$ cat src/rtl/evid_match_pkg.sv
package evid_match_pkg;
  localparam int unsigned EVID_W  = 36;
  localparam int unsigned RID_W   = 4;
  localparam int unsigned IVL_W   = 16;
  localparam int unsigned RETRY_W = 16;
  localparam logic [IVL_W-1:0] IVL_RST = 16'h07FF;

  typedef logic [EVID_W-1:0] evid_t;
  typedef enum logic {ST_IDLE = 1'b0, ST_MATCH = 1'b1} st_e;
endpackage

$ cat src/rtl/evid_fifo.sv
module evid_fifo
  import evid_match_pkg::*;
#(
  parameter int unsigned DEPTH = 8,
  localparam int unsigned CNT_W = $clog2(DEPTH + 1),
  localparam int unsigned AW    = (DEPTH > 1) ? $clog2(DEPTH) : 1
) (
  input  logic             clk_i,
  input  logic             rst_ni,
  input  logic             push_i,
  input  evid_t            data_i,
  input  logic             pop_i,
  output evid_t            data_o,
  output logic [CNT_W-1:0] count_o,
  output logic             empty_o
);
  evid_t            mem_q [DEPTH];
  logic [AW-1:0]    wr_q, rd_q;
  logic [CNT_W-1:0] cnt_q;
  logic             push_ok, pop_ok;

  assign empty_o = (cnt_q == '0);
  assign push_ok = push_i && (cnt_q < CNT_W'(DEPTH));
  assign pop_ok  = pop_i && !empty_o;
  assign data_o  = mem_q[rd_q];
  assign count_o = cnt_q;

  function automatic logic [AW-1:0] nxt(input logic [AW-1:0] p);
    return (p == AW'(DEPTH - 1)) ? '0 : p + 1'b1;
  endfunction

  always_ff @(posedge clk_i or negedge rst_ni) begin
    if (!rst_ni) begin
      wr_q  <= '0;
      rd_q  <= '0;
      cnt_q <= '0;
    end else begin
      if (push_ok) wr_q <= nxt(wr_q);
      if (pop_ok)  rd_q <= nxt(rd_q);
      case ({push_ok, pop_ok})
        2'b10:   cnt_q <= cnt_q + 1'b1;
        2'b01:   cnt_q <= cnt_q - 1'b1;
        default: cnt_q <= cnt_q;
      endcase
    end
  end

  always_ff @(posedge clk_i) begin
    if (push_ok) mem_q[wr_q] <= data_i;
  end

  a_r2_no_overflow: assert property (@(posedge clk_i) disable iff (!rst_ni)
    cnt_q <= CNT_W'(DEPTH));
  a_r2_full_drop: assert property (@(posedge clk_i) disable iff (!rst_ni)
    (cnt_q == CNT_W'(DEPTH) && !pop_i) |=> cnt_q == CNT_W'(DEPTH));
endmodule

$ cat src/rtl/evid_req_timer.sv
module evid_req_timer
  import evid_match_pkg::*;
(
  input  logic             clk_i,
  input  logic             rst_ni,
  input  logic             run_i,
  input  logic             restart_i,
  input  logic [IVL_W-1:0] ivl_i,
  output logic             fire_o
);
  logic [IVL_W-1:0] cnt_q;

  assign fire_o = run_i && (cnt_q == '0);

  always_ff @(posedge clk_i or negedge rst_ni) begin
    if (!rst_ni)           cnt_q <= '0;
    else if (restart_i)    cnt_q <= '0;
    else if (fire_o)       cnt_q <= (ivl_i == '0) ? '0 : ivl_i - 1'b1;
    else if (run_i && cnt_q != '0) cnt_q <= cnt_q - 1'b1;
  end

  a_r6_spacing: assert property (@(posedge clk_i) disable iff (!rst_ni)
    (fire_o && !restart_i && ivl_i > 16'd1) |=> !fire_o);
  a_r4_hold: assert property (@(posedge clk_i) disable iff (!rst_ni)
    (!run_i && !restart_i) |=> $stable(cnt_q));
endmodule

$ cat src/rtl/evid_ch_slot.sv
module evid_ch_slot
  import evid_match_pkg::*;
(
  input  logic  clk_i,
  input  logic  rst_ni,
  input  logic  en_wr_i,
  input  logic  en_d_i,
  input  logic  active_i,
  input  logic  clr_i,
  input  logic  rpt_valid_i,
  input  evid_t rpt_id_i,
  input  evid_t cur_id_i,
  output logic  en_o,
  output logic  matched_o
);
  logic en_q, matched_q, hit;

  assign hit       = active_i && en_q && rpt_valid_i && (rpt_id_i == cur_id_i);
  assign en_o      = en_q;
  assign matched_o = matched_q;

  always_ff @(posedge clk_i or negedge rst_ni) begin
    if (!rst_ni) begin
      en_q      <= 1'b1;
      matched_q <= 1'b0;
    end else begin
      if (en_wr_i) en_q <= en_d_i;
      if (clr_i)    matched_q <= 1'b0;
      else if (hit) matched_q <= 1'b1;
    end
  end

  a_r8_set_cause: assert property (@(posedge clk_i) disable iff (!rst_ni)
    $rose(matched_q) |-> $past(rpt_valid_i) && $past(en_q));
  a_r10_clear: assert property (@(posedge clk_i) disable iff (!rst_ni)
    clr_i |=> !matched_q);
endmodule

$ cat src/rtl/evid_match_ctrl.sv
module evid_match_ctrl
  import evid_match_pkg::*;
#(
  parameter int unsigned NUM_CH = 4,
  parameter int unsigned QDEPTH = 8,
  localparam int unsigned QCNT_W = $clog2(QDEPTH + 1)
) (
  input  logic                     clk_i,
  input  logic                     rst_ni,
  input  logic                     id_valid_i,
  input  logic [EVID_W-1:0]        id_i,
  input  logic                     halt_wr_i,
  input  logic                     halt_i,
  input  logic                     force_i,
  input  logic                     ivl_wr_i,
  input  logic [IVL_W-1:0]         ivl_i,
  input  logic                     ch_en_wr_i,
  input  logic [NUM_CH-1:0]        ch_en_i,
  input  logic [NUM_CH-1:0]        rpt_valid_i,
  input  logic [NUM_CH*EVID_W-1:0] rpt_id_i,
  output logic                     req_o,
  output logic [RID_W-1:0]         req_id_o,
  output logic [EVID_W-1:0]        req_evid_o,
  output logic                     busy_o,
  output logic [EVID_W-1:0]        cur_id_o,
  output logic [EVID_W-1:0]        newest_id_o,
  output logic [QCNT_W-1:0]        q_count_o,
  output logic [RETRY_W-1:0]       retry_o,
  output logic [NUM_CH-1:0]        ch_en_o,
  output logic [NUM_CH-1:0]        matched_o,
  output logic                     halted_o
);
  st_e                st_q;
  evid_t              cur_q, newest_q, head;
  logic               halt_q, active, all_done, adv, load, empty, fire;
  logic [IVL_W-1:0]   ivl_q;
  logic [RID_W-1:0]   rid_q;
  logic [RETRY_W-1:0] retry_q;
  logic [NUM_CH-1:0]  en_w, matched_w;

  assign active   = (st_q == ST_MATCH);
  assign all_done = &(matched_w | ~en_w);
  assign adv      = active && (halt_q ? force_i : all_done);
  assign load     = (!active || adv) && !empty;

  evid_fifo #(.DEPTH(QDEPTH)) u_fifo (
    .clk_i, .rst_ni,
    .push_i (id_valid_i),
    .data_i (id_i),
    .pop_i  (load),
    .data_o (head),
    .count_o(q_count_o),
    .empty_o(empty)
  );

  evid_req_timer u_timer (
    .clk_i, .rst_ni,
    .run_i    (active && !halt_q),
    .restart_i(load || adv),
    .ivl_i    (ivl_q),
    .fire_o   (fire)
  );

  for (genvar c = 0; c < NUM_CH; c++) begin : g_ch
    evid_ch_slot u_slot (
      .clk_i, .rst_ni,
      .en_wr_i    (ch_en_wr_i),
      .en_d_i     (ch_en_i[c]),
      .active_i   (active),
      .clr_i      (adv),
      .rpt_valid_i(rpt_valid_i[c]),
      .rpt_id_i   (rpt_id_i[c*EVID_W +: EVID_W]),
      .cur_id_i   (cur_q),
      .en_o       (en_w[c]),
      .matched_o  (matched_w[c])
    );
  end

  always_ff @(posedge clk_i or negedge rst_ni) begin
    if (!rst_ni) begin
      st_q     <= ST_IDLE;
      cur_q    <= '0;
      newest_q <= '0;
      halt_q   <= 1'b1;
      ivl_q    <= IVL_RST;
      rid_q    <= '0;
      retry_q  <= '0;
    end else begin
      if (id_valid_i) newest_q <= id_i;
      if (halt_wr_i)  halt_q   <= halt_i;
      if (ivl_wr_i)   ivl_q    <= ivl_i;
      if (adv)        rid_q    <= rid_q + 1'b1;
      if (load) begin
        st_q  <= ST_MATCH;
        cur_q <= head;
      end else if (adv) begin
        st_q <= ST_IDLE;
      end
      if (load || adv)                  retry_q <= '0;
      else if (fire && retry_q != '1)   retry_q <= retry_q + 1'b1;
    end
  end

  assign req_o       = fire;
  assign req_id_o    = rid_q;
  assign req_evid_o  = cur_q;
  assign busy_o      = active;
  assign cur_id_o    = cur_q;
  assign newest_id_o = newest_q;
  assign retry_o     = retry_q;
  assign ch_en_o     = en_w;
  assign matched_o   = matched_w;
  assign halted_o    = halt_q;

  a_r4_parked: assert property (@(posedge clk_i) disable iff (!rst_ni)
    (active && halt_q && !force_i) |=> $stable(cur_q) && busy_o);
  a_r4_no_req: assert property (@(posedge clk_i) disable iff (!rst_ni)
    halt_q |-> !req_o);
  a_r10_rid_step: assert property (@(posedge clk_i) disable iff (!rst_ni)
    adv |=> req_id_o == $past(req_id_o) + 1'b1);
  a_r7_retry_clear: assert property (@(posedge clk_i) disable iff (!rst_ni)
    adv |=> retry_o == '0);
  a_r10_flags_clear: assert property (@(posedge clk_i) disable iff (!rst_ni)
    adv |=> matched_o == '0);
endmodule

$ cat config.mk
export PLATFORM = sky130hd
export DESIGN_NAME = evid_match_ctrl
export DESIGN_NICKNAME = d
export VERILOG_FILES = /design/src/rtl/evid_match_pkg.sv /design/src/rtl/evid_fifo.sv /design/src/rtl/evid_req_timer.sv /design/src/rtl/evid_ch_slot.sv /design/src/rtl/evid_match_ctrl.sv
export SDC_FILE = /design/constraint.sdc
export NUM_CORES = 1
export LEC_CHECK = 0
export ABC_AREA = 0
export ABC_CLOCK_PERIOD_IN_PS = 8200
export BUFFER_PORTS_ARGS = -buffer_cell sky130_fd_sc_hd__buf_4
export CORE_MARGIN = 1
export CORE_UTILIZATION = 40
export DETAILED_ROUTE_END_ITERATION = 10
export HOLD_SLACK_MARGIN = 0.03
export MAX_ROUTING_LAYER = met4
export PLACE_DENSITY_LB_ADDON = 0.08
export SLEW_MARGIN = 25
export SYNTH_ARGS = -nofsm -noshare
export SYNTH_HDL_FRONTEND = slang
export SYNTH_SLANG_ARGS = --single-unit
$ cat constraint.sdc
create_clock -name clk_i -period 8.2 [get_ports clk_i]
set_input_delay 0.41 -clock clk_i [delete_from_list [all_inputs] [get_ports clk_i]]
set_output_delay 0.41 -clock clk_i [all_outputs]
set_load 0.01 [all_outputs]
After elaboration in Yosys (flattened, before gate mapping)
Memory sizes are Yosys's and may differ from the RTL's. A register that Yosys moved wholly into a read port is not among the register bits.
Cells that the tools add are included.
- register bits: 108
- bits in latches: 0
- RAM bits: 288
- memory bits (read-only): 0
- logic and storage cells: 100
- memories kept: 1
- add/subtract/negate cells: 8
- multipliers: 0
- divide/modulo/power cells: 0
- order comparisons: 1
- equal/unequal tests: 9
- shift operators: 0
- mux-type cells: 22
- bitwise logic cells: 2
- reductions and logical operators: 39
- memories (memory ; depth ; bits a word ; read ports ; clocked after Yosys merged registers in ; write ports ; RTL line ; RTL):
    u_fifo.mem_q ; 8 ; 36 ; 1 ; 1 ; 1 ; evid_fifo.sv:17 ; evid_t mem_q [DEPTH];
- operator list (kind ; number):
    36-bit == test ; 4
    16-bit 2-to-1 mux ; 6
    16-bit logical NOT ; 2
    16-bit by 1-bit subtractor with 16-bit output, second input constant ; 2
    1-bit logical AND ; 20
    16-bit by 1-bit adder with 16-bit output, second input constant ; 1
    16-bit inequality test, second input constant ; 1
    16-bit nonzero test ; 1
    2-bit nonzero test ; 7
    1-bit 2-to-1 mux ; 13
    4-bit by 1-bit adder with 4-bit output, second input constant ; 2
    4-bit one-hot mux with 2 select lines ; 1
    3-bit by 1-bit adder with 3-bit output, second input constant ; 2
    3-bit == test, second input constant ; 2
    3-bit 2-to-1 mux ; 2
    1-bit logical NOT ; 4
    4-bit logical NOT ; 1
    4-bit less-than comparator, second input constant ; 1
    4-bit NOT ; 1
    4-bit bitwise OR ; 1
    4-bit AND reduction ; 1
    4-bit by 1-bit subtractor with 4-bit output, second input constant ; 1
    3-bit nonzero test ; 1
    2-bit by 1-bit == test with 1-bit output, second input constant ; 1
    2 further kinds ; 3

Depth between registers and ports, before layout
- word-level depth: 10
- gate-level depth with buffers: 13

Modules after synthesis
Synthesis repeated with hierarchy kept, for this count alone.
- cells, all modules: 1203
- area, all modules: 19441.1 um^2
- modules (own cells, without submodules) (module ; times used ; cells an instance ; area each (um^2) ; seq. area each (um^2)):
    evid_fifo ; 1 ; 485 ; 11478.5 ; 8898.5
    evid_match_ctrl ; 1 ; 342 ; 4698.3 ; 2767.7
    evid_ch_slot ; 4 ; 54 ; 480.5 ; 51.3
    evid_req_timer ; 1 ; 160 ; 1342.5 ; 400.4

Worst setup path before layout
No wires, ideal clock.
- kind: input-to-reg
- start point: input id_valid_i
- end point: memory u_fifo.mem_q[4][0] (netlist name) (enable)
- data arrival time: 5.038 ns
- data required time: 7.668 ns
- slack: 2.630 ns
- cell stages on the path: 4
- cell sequence: clkbuf_1 > nor2b_1 > clkinv_1 > nor4b_1
- word-level cells in the longest chain between the ends: 3
- RTL lines (what ; RTL line ; RTL):
    start, declared ; evid_match_ctrl.sv:10 ; input logic id_valid_i,
    1-bit logical AND ; evid_fifo.sv:23 ; assign push_ok = push_i && (cnt_q < CNT_W'(DEPTH));
    1-bit 2-to-1 mux ; evid_fifo.sv:49 ; if (push_ok) mem_q[wr_q] <= data_i;
    1-bit 2-to-1 mux (not written as such) ; evid_fifo.sv:49 ;
    end, declared ; evid_fifo.sv:17 ;
Every way passes these cells.

Worst setup path after layout
- start point: register u_fifo.cnt_q[0] (netlist: u_fifo.count_o[0])
- end point: register u_fifo.cnt_q[3] (netlist: u_fifo.count_o[3])
- word-level cells in the longest chain between the ends: 6
- elaborated cells on any way between the ends: 12
- RTL lines (what ; RTL line ; RTL):
    start, declared ; evid_fifo.sv:19 ; logic [CNT_W-1:0] cnt_q;
    start signal, assigned ; evid_fifo.sv:41 ; 2'b10: cnt_q <= cnt_q + 1'b1;
    start signal, assigned ; evid_fifo.sv:42 ; 2'b01: cnt_q <= cnt_q - 1'b1;
    start signal, assigned ; evid_fifo.sv:43 ; default: cnt_q <= cnt_q;
    4-bit logical NOT * ; evid_fifo.sv:22 ; assign empty_o = (cnt_q == '0);
    1-bit logical NOT * ; evid_match_ctrl.sv:44 ; assign load = (!active || adv) && !empty;
    1-bit logical AND * ; evid_match_ctrl.sv:44 ;
    named net load ; evid_match_ctrl.sv:35 ; logic halt_q, active, all_done, adv, load, empty, fire;
    1-bit logical AND * ; evid_fifo.sv:24 ; assign pop_ok = pop_i && !empty_o;
    2-bit by 1-bit == test with 1-bit output or 2-bit == test (tied branches) ; evid_fifo.sv:40 ; case ({push_ok, pop_ok})
    4-bit one-hot mux with 2 select lines or 2-bit nonzero test (tied branches) ; -- ;
The timed path passes the listed nets; every way through them passes the cells marked *.
A chain may end at the register's enable or synchronous reset.

==> impl_metrics.yaml <==
die:
  die_h_um: 222.9
  die_x_um: 222.9
  die_area_um2: 49690
  coreArea_um2: 47950
  rows: 80
  io_pins: 355
  start_util: 0.4071
yosys:
  synth_edf_count: 288
  syn_nets: 1490
  ys.flop_type: "edfxtp_1"
  synth-seq-cells: 432
  syn_area_um2: 19520
  postSynthCellCount: 1264
  synth_warnings: 0
  synth_seq_area_share: 0.6287
  synth_area_per_cell_um2: 15.44
  synth_cell_types: 60
  async_flop_share: 0.3333
route:
  post_drt_wl_per_cell_um: 25.67
  vias: 12000
  drt_iter0_markers: 813
  via_per_inst: 5.389
  routed_wirelength_mm: 57.15
  drtPass1Iterations: 5
  antenna_left: 0
  drc_errors: 0
placed_design:
  dp_hpwl_mm: 39.30
  dp_cells: 2134
  port_buffers: 354
  gp_congestion: 0.8856
sta:
  period_share: 0.3842
  fin_crit_ns: 3.151
  fmax_mhz: 317.4
  finalHoldViolations: 0
  tightest_slew_ns: 0.9811
  setup_violations: 0
  rsz0062_at_grt: "false"
  tns_ns: 0
  clock_skew_ns: 0.01978
  maxSlewHeadroom: 0.3399
  maxSlewViolCount: 0
worst_setup_path:
  cp_top_family: "simple AND/OR/NAND/NOR gates"
  crit_chain: "or4_1, nand2_2, buf_4, inv_1, ha_1, ha_1, a21o_1, a21oi_1, xnor2_1, nor2_1, xor2_1"
  crit_top_cell: "ha_1"
  end_kind: "register"
  crit_fanout: 40
  start_kind: "register"
  cp_slowest_stage_delay_ns: 0.60
  crit_type: "reg2reg"
  critPathSlowestCell: "or4_1"
  worst_ep_required_time_ns: 8.66
  crit_buf_inv: 2
  arrival_ns: 3.61
clock_tree:
  clkLatencyLatePin_ns: 0.59
  cts_buffer_depth: 3
  postCtsSetupBuffers: 0
  numCtsBuffers: 47
  clock-root-buffer: "clkbuf_16"
  cts_sinks: 432
  clkTransAtPathRegs_ns: 0.06
  tritoncts: "yes"
  holdBufCountCts: 3
  htreeDepth: 2
  cts_resized: 0
power:
  pwr-share-clk: 0.262
  power_w: 0.007965
  combPwrFrac: 0.314
  p_seq_frac: 0.425
  sw_frac_of_total: 0.3410
  peakVddDrop_mv: 0.1446
  powerDensity_nw_per_um2: 329.9
  switching_power_w: 0.002716
  p_int_w: 0.005249
  p_leak_nw: 8.958
global_route:
  grt_pass1_vias: 12420
  grt_first_pass_wirelength_mm: 83.30
  grt_start_max_net_pins: 54
  antenna_found_initial: 1
  grtUsageTotal: 0.2392
  grt-ovfl-total: 0
hold_path:
  holdCritPathClass: "in2reg"
final_layout:
  drive_above_1_share: 0.4255
  final_cells: 2226
  final_nets: 1797
  final_util: 0.5036
  area_growth_pct: 23.70
outcome:
  status: "completed"
flow_run:
  max_cap_violations: 0
metrics by stage:
stage	hold WS, ns	area [µm²]	setup WS (ns)
6_report	0.05077	24150	5.049
4_1_cts	0.03042	24130	5.016
2_1_floorplan	0.1144	19520	2.630
5_1_grt	0.04402	24150	4.829
3_5_place_dp	0.3902	22570	5.029
3_3_place_gp	0.3943	22560	5.006
worst paths after layout:
| kind | start | end | slack (ns) | cells past startpoint |
|---|---|---|---|---|
| worst max-delay path | u_fifo.count_o[0]$_DFFE_PN0P_ | u_fifo.count_o[3]$_DFFE_PN0P_ | 5.05 | 11 |
| worst min register to register | req_id_o[3]$_DFFE_PN0P_ | req_id_o[3]$_DFFE_PN0P_ | 0.48 | 1 |
| min in group asynchronous | rst_ni | retry_o[11]$_DFFE_PN0P_ | 0.35 | 2 |
| worst min-delay path | ivl_i[0] | ivl_q[0]$_DFFE_PN1P_ | 0.05 | 3 |
| max in group asynchronous | rst_ni | u_fifo.rd_q[2]$_DFFE_PN0P_ | 6.54 | 3 |
| worst max register to register | u_fifo.count_o[0]$_DFFE_PN0P_ | u_fifo.count_o[3]$_DFFE_PN0P_ | 5.05 | 11 |
metal layers:
metal | track usage | vias to the layer above | share of wire
met4 | 0.07164 | 0 | 0.024
li1 | - | 5372 | -
met1 | 0.3077 | 6172 | 0.43
met5 | - | - | 0
met3 | 0.04083 | 72 | 0.052
met2 | 0.3889 | 381 | 0.49
cells in the final DEF (no fill, tap or decap), types with 13 or more instances in the layout:
cell,Yosys,final
nor2_1,20,19
dfstp_2,16,16
buf_4,44,377
clkbuf_16,0,48
nand4_1,44,44
edfxtp_1,288,288
ha_1,13,13
or3_1,15,15
xor2_1,17,17
nor4_1,21,19
clkbuf_1,67,14
nand3_1,14,14
dfrtp_1,128,125
nand2_1,33,32
a21oi_1,39,39
mux4_2,72,72
xnor2_1,148,148
o21ai_0,21,20
mux2_2,131,131
area by class of cell:
cell class	count	area, µm²
Tap cell	615	769.5
Timing Repair Buffer	382	2883
Fill cell	4095	23800
Inverter	12	45.04
Antenna cell	1	2.502
Multi-Input combinational cell	696	6629
Clock inverter	20	197.7
Clock buffer	68	1336
Sequential cell	432	12280
worst register-to-register path, stage by stage (launching register included):
cell     delay [ns]
dfrtp_1        0.43
or4_1          0.60
nand2_2        0.10
buf_4          0.59
inv_1          0.11
ha_1           0.26
ha_1           0.27
a21o_1         0.17
a21oi_1        0.16
xnor2_1        0.13
nor2_1         0.07
xor2_1         0.14
power by group through the flow:
stage / Combinational (W) / Sequential (W) / Clock (W)
final: 0.00250 / 0.00338 / 0.00208
after global routing: 0.00270 / 0.00344 / 0.00221
after detailed placement: 0.00251 / 0.00345 / 0
after global placement: 0.00250 / 0.00344 / 0
after floorplan: 0.00196 / 0.00294 / 0
after CTS: 0.00253 / 0.00340 / 0.00213
cells in the mapped netlist (3+ instances only):
| cell | number | area share |
|---|---|---|
| mux2i_1 | 4 | 0.0021 |
| a211o_1 | 3 | 0.0013 |
| nand3b_1 | 3 | 0.0012 |
| nor2_1 | 20 | 0.0038 |
| edfxtp_1 | 288 | 0.44 |
| o22ai_1 | 4 | 0.0013 |
| nand4_1 | 44 | 0.014 |
| and3_1 | 7 | 0.0022 |
| xor2_1 | 17 | 0.0076 |
| mux2_2 | 131 | 0.076 |
| nor3_1 | 12 | 0.0031 |
| mux4_2 | 72 | 0.083 |
| or4_1 | 10 | 0.0038 |
| a32oi_1 | 3 | 0.0013 |
| nand2_1 | 33 | 0.0063 |
| nor2b_1 | 3 | 0.00096 |
| ha_1 | 13 | 0.0083 |
| buf_4 | 44 | 0.017 |
| dfrtp_1 | 128 | 0.16 |
| buf_1 | 10 | 0.0019 |
| nand2b_1 | 7 | 0.0022 |
| and2_1 | 4 | 0.0013 |
| o21ai_0 | 21 | 0.0054 |
| nand3_1 | 14 | 0.0036 |
| xnor2_1 | 148 | 0.066 |
| o211ai_1 | 5 | 0.0019 |
| a21o_1 | 4 | 0.0015 |
| or3_1 | 15 | 0.0048 |
| nor3b_1 | 4 | 0.0015 |
| nor4_1 | 21 | 0.0067 |
| inv_1 | 11 | 0.0021 |
| a31oi_1 | 5 | 0.0016 |
| dfstp_2 | 16 | 0.022 |
| a21oi_1 | 39 | 0.010 |
| o31ai_1 | 3 | 0.0012 |
| clkbuf_1 | 67 | 0.013 |
kinds of logic (layout without fill, tap and decap cells):
family	count (synthesis)	in the layout	share of synthesized area
compound gates	102	102	0.03199
xor+xnor	165	165	0.07403
fa+ha+maj	14	14	0.009359
buf+inv	136	482	0.03481
flops	432	432	0.6287
mux	207	207	0.1607
other cells	0	1	0
simple gates	208	208	0.06045
flip-flops by register name, summed over array words and instances, names as in the netlist:
name and flops:
g_ch.u_slot.en_o 4, busy_o 1, g_ch.u_slot.matched_o 4, retry_o 16, ivl_q 16, halted_o 1
newest_id_o 36, u_fifo.mem_q 288, u_fifo.wr_q 3, cur_id_o 36, u_timer.cnt_q 16, u_fifo.rd_q 3
u_fifo.count_o 4, req_id_o 4
Note: power is estimated with default switching activity, not from simulation.
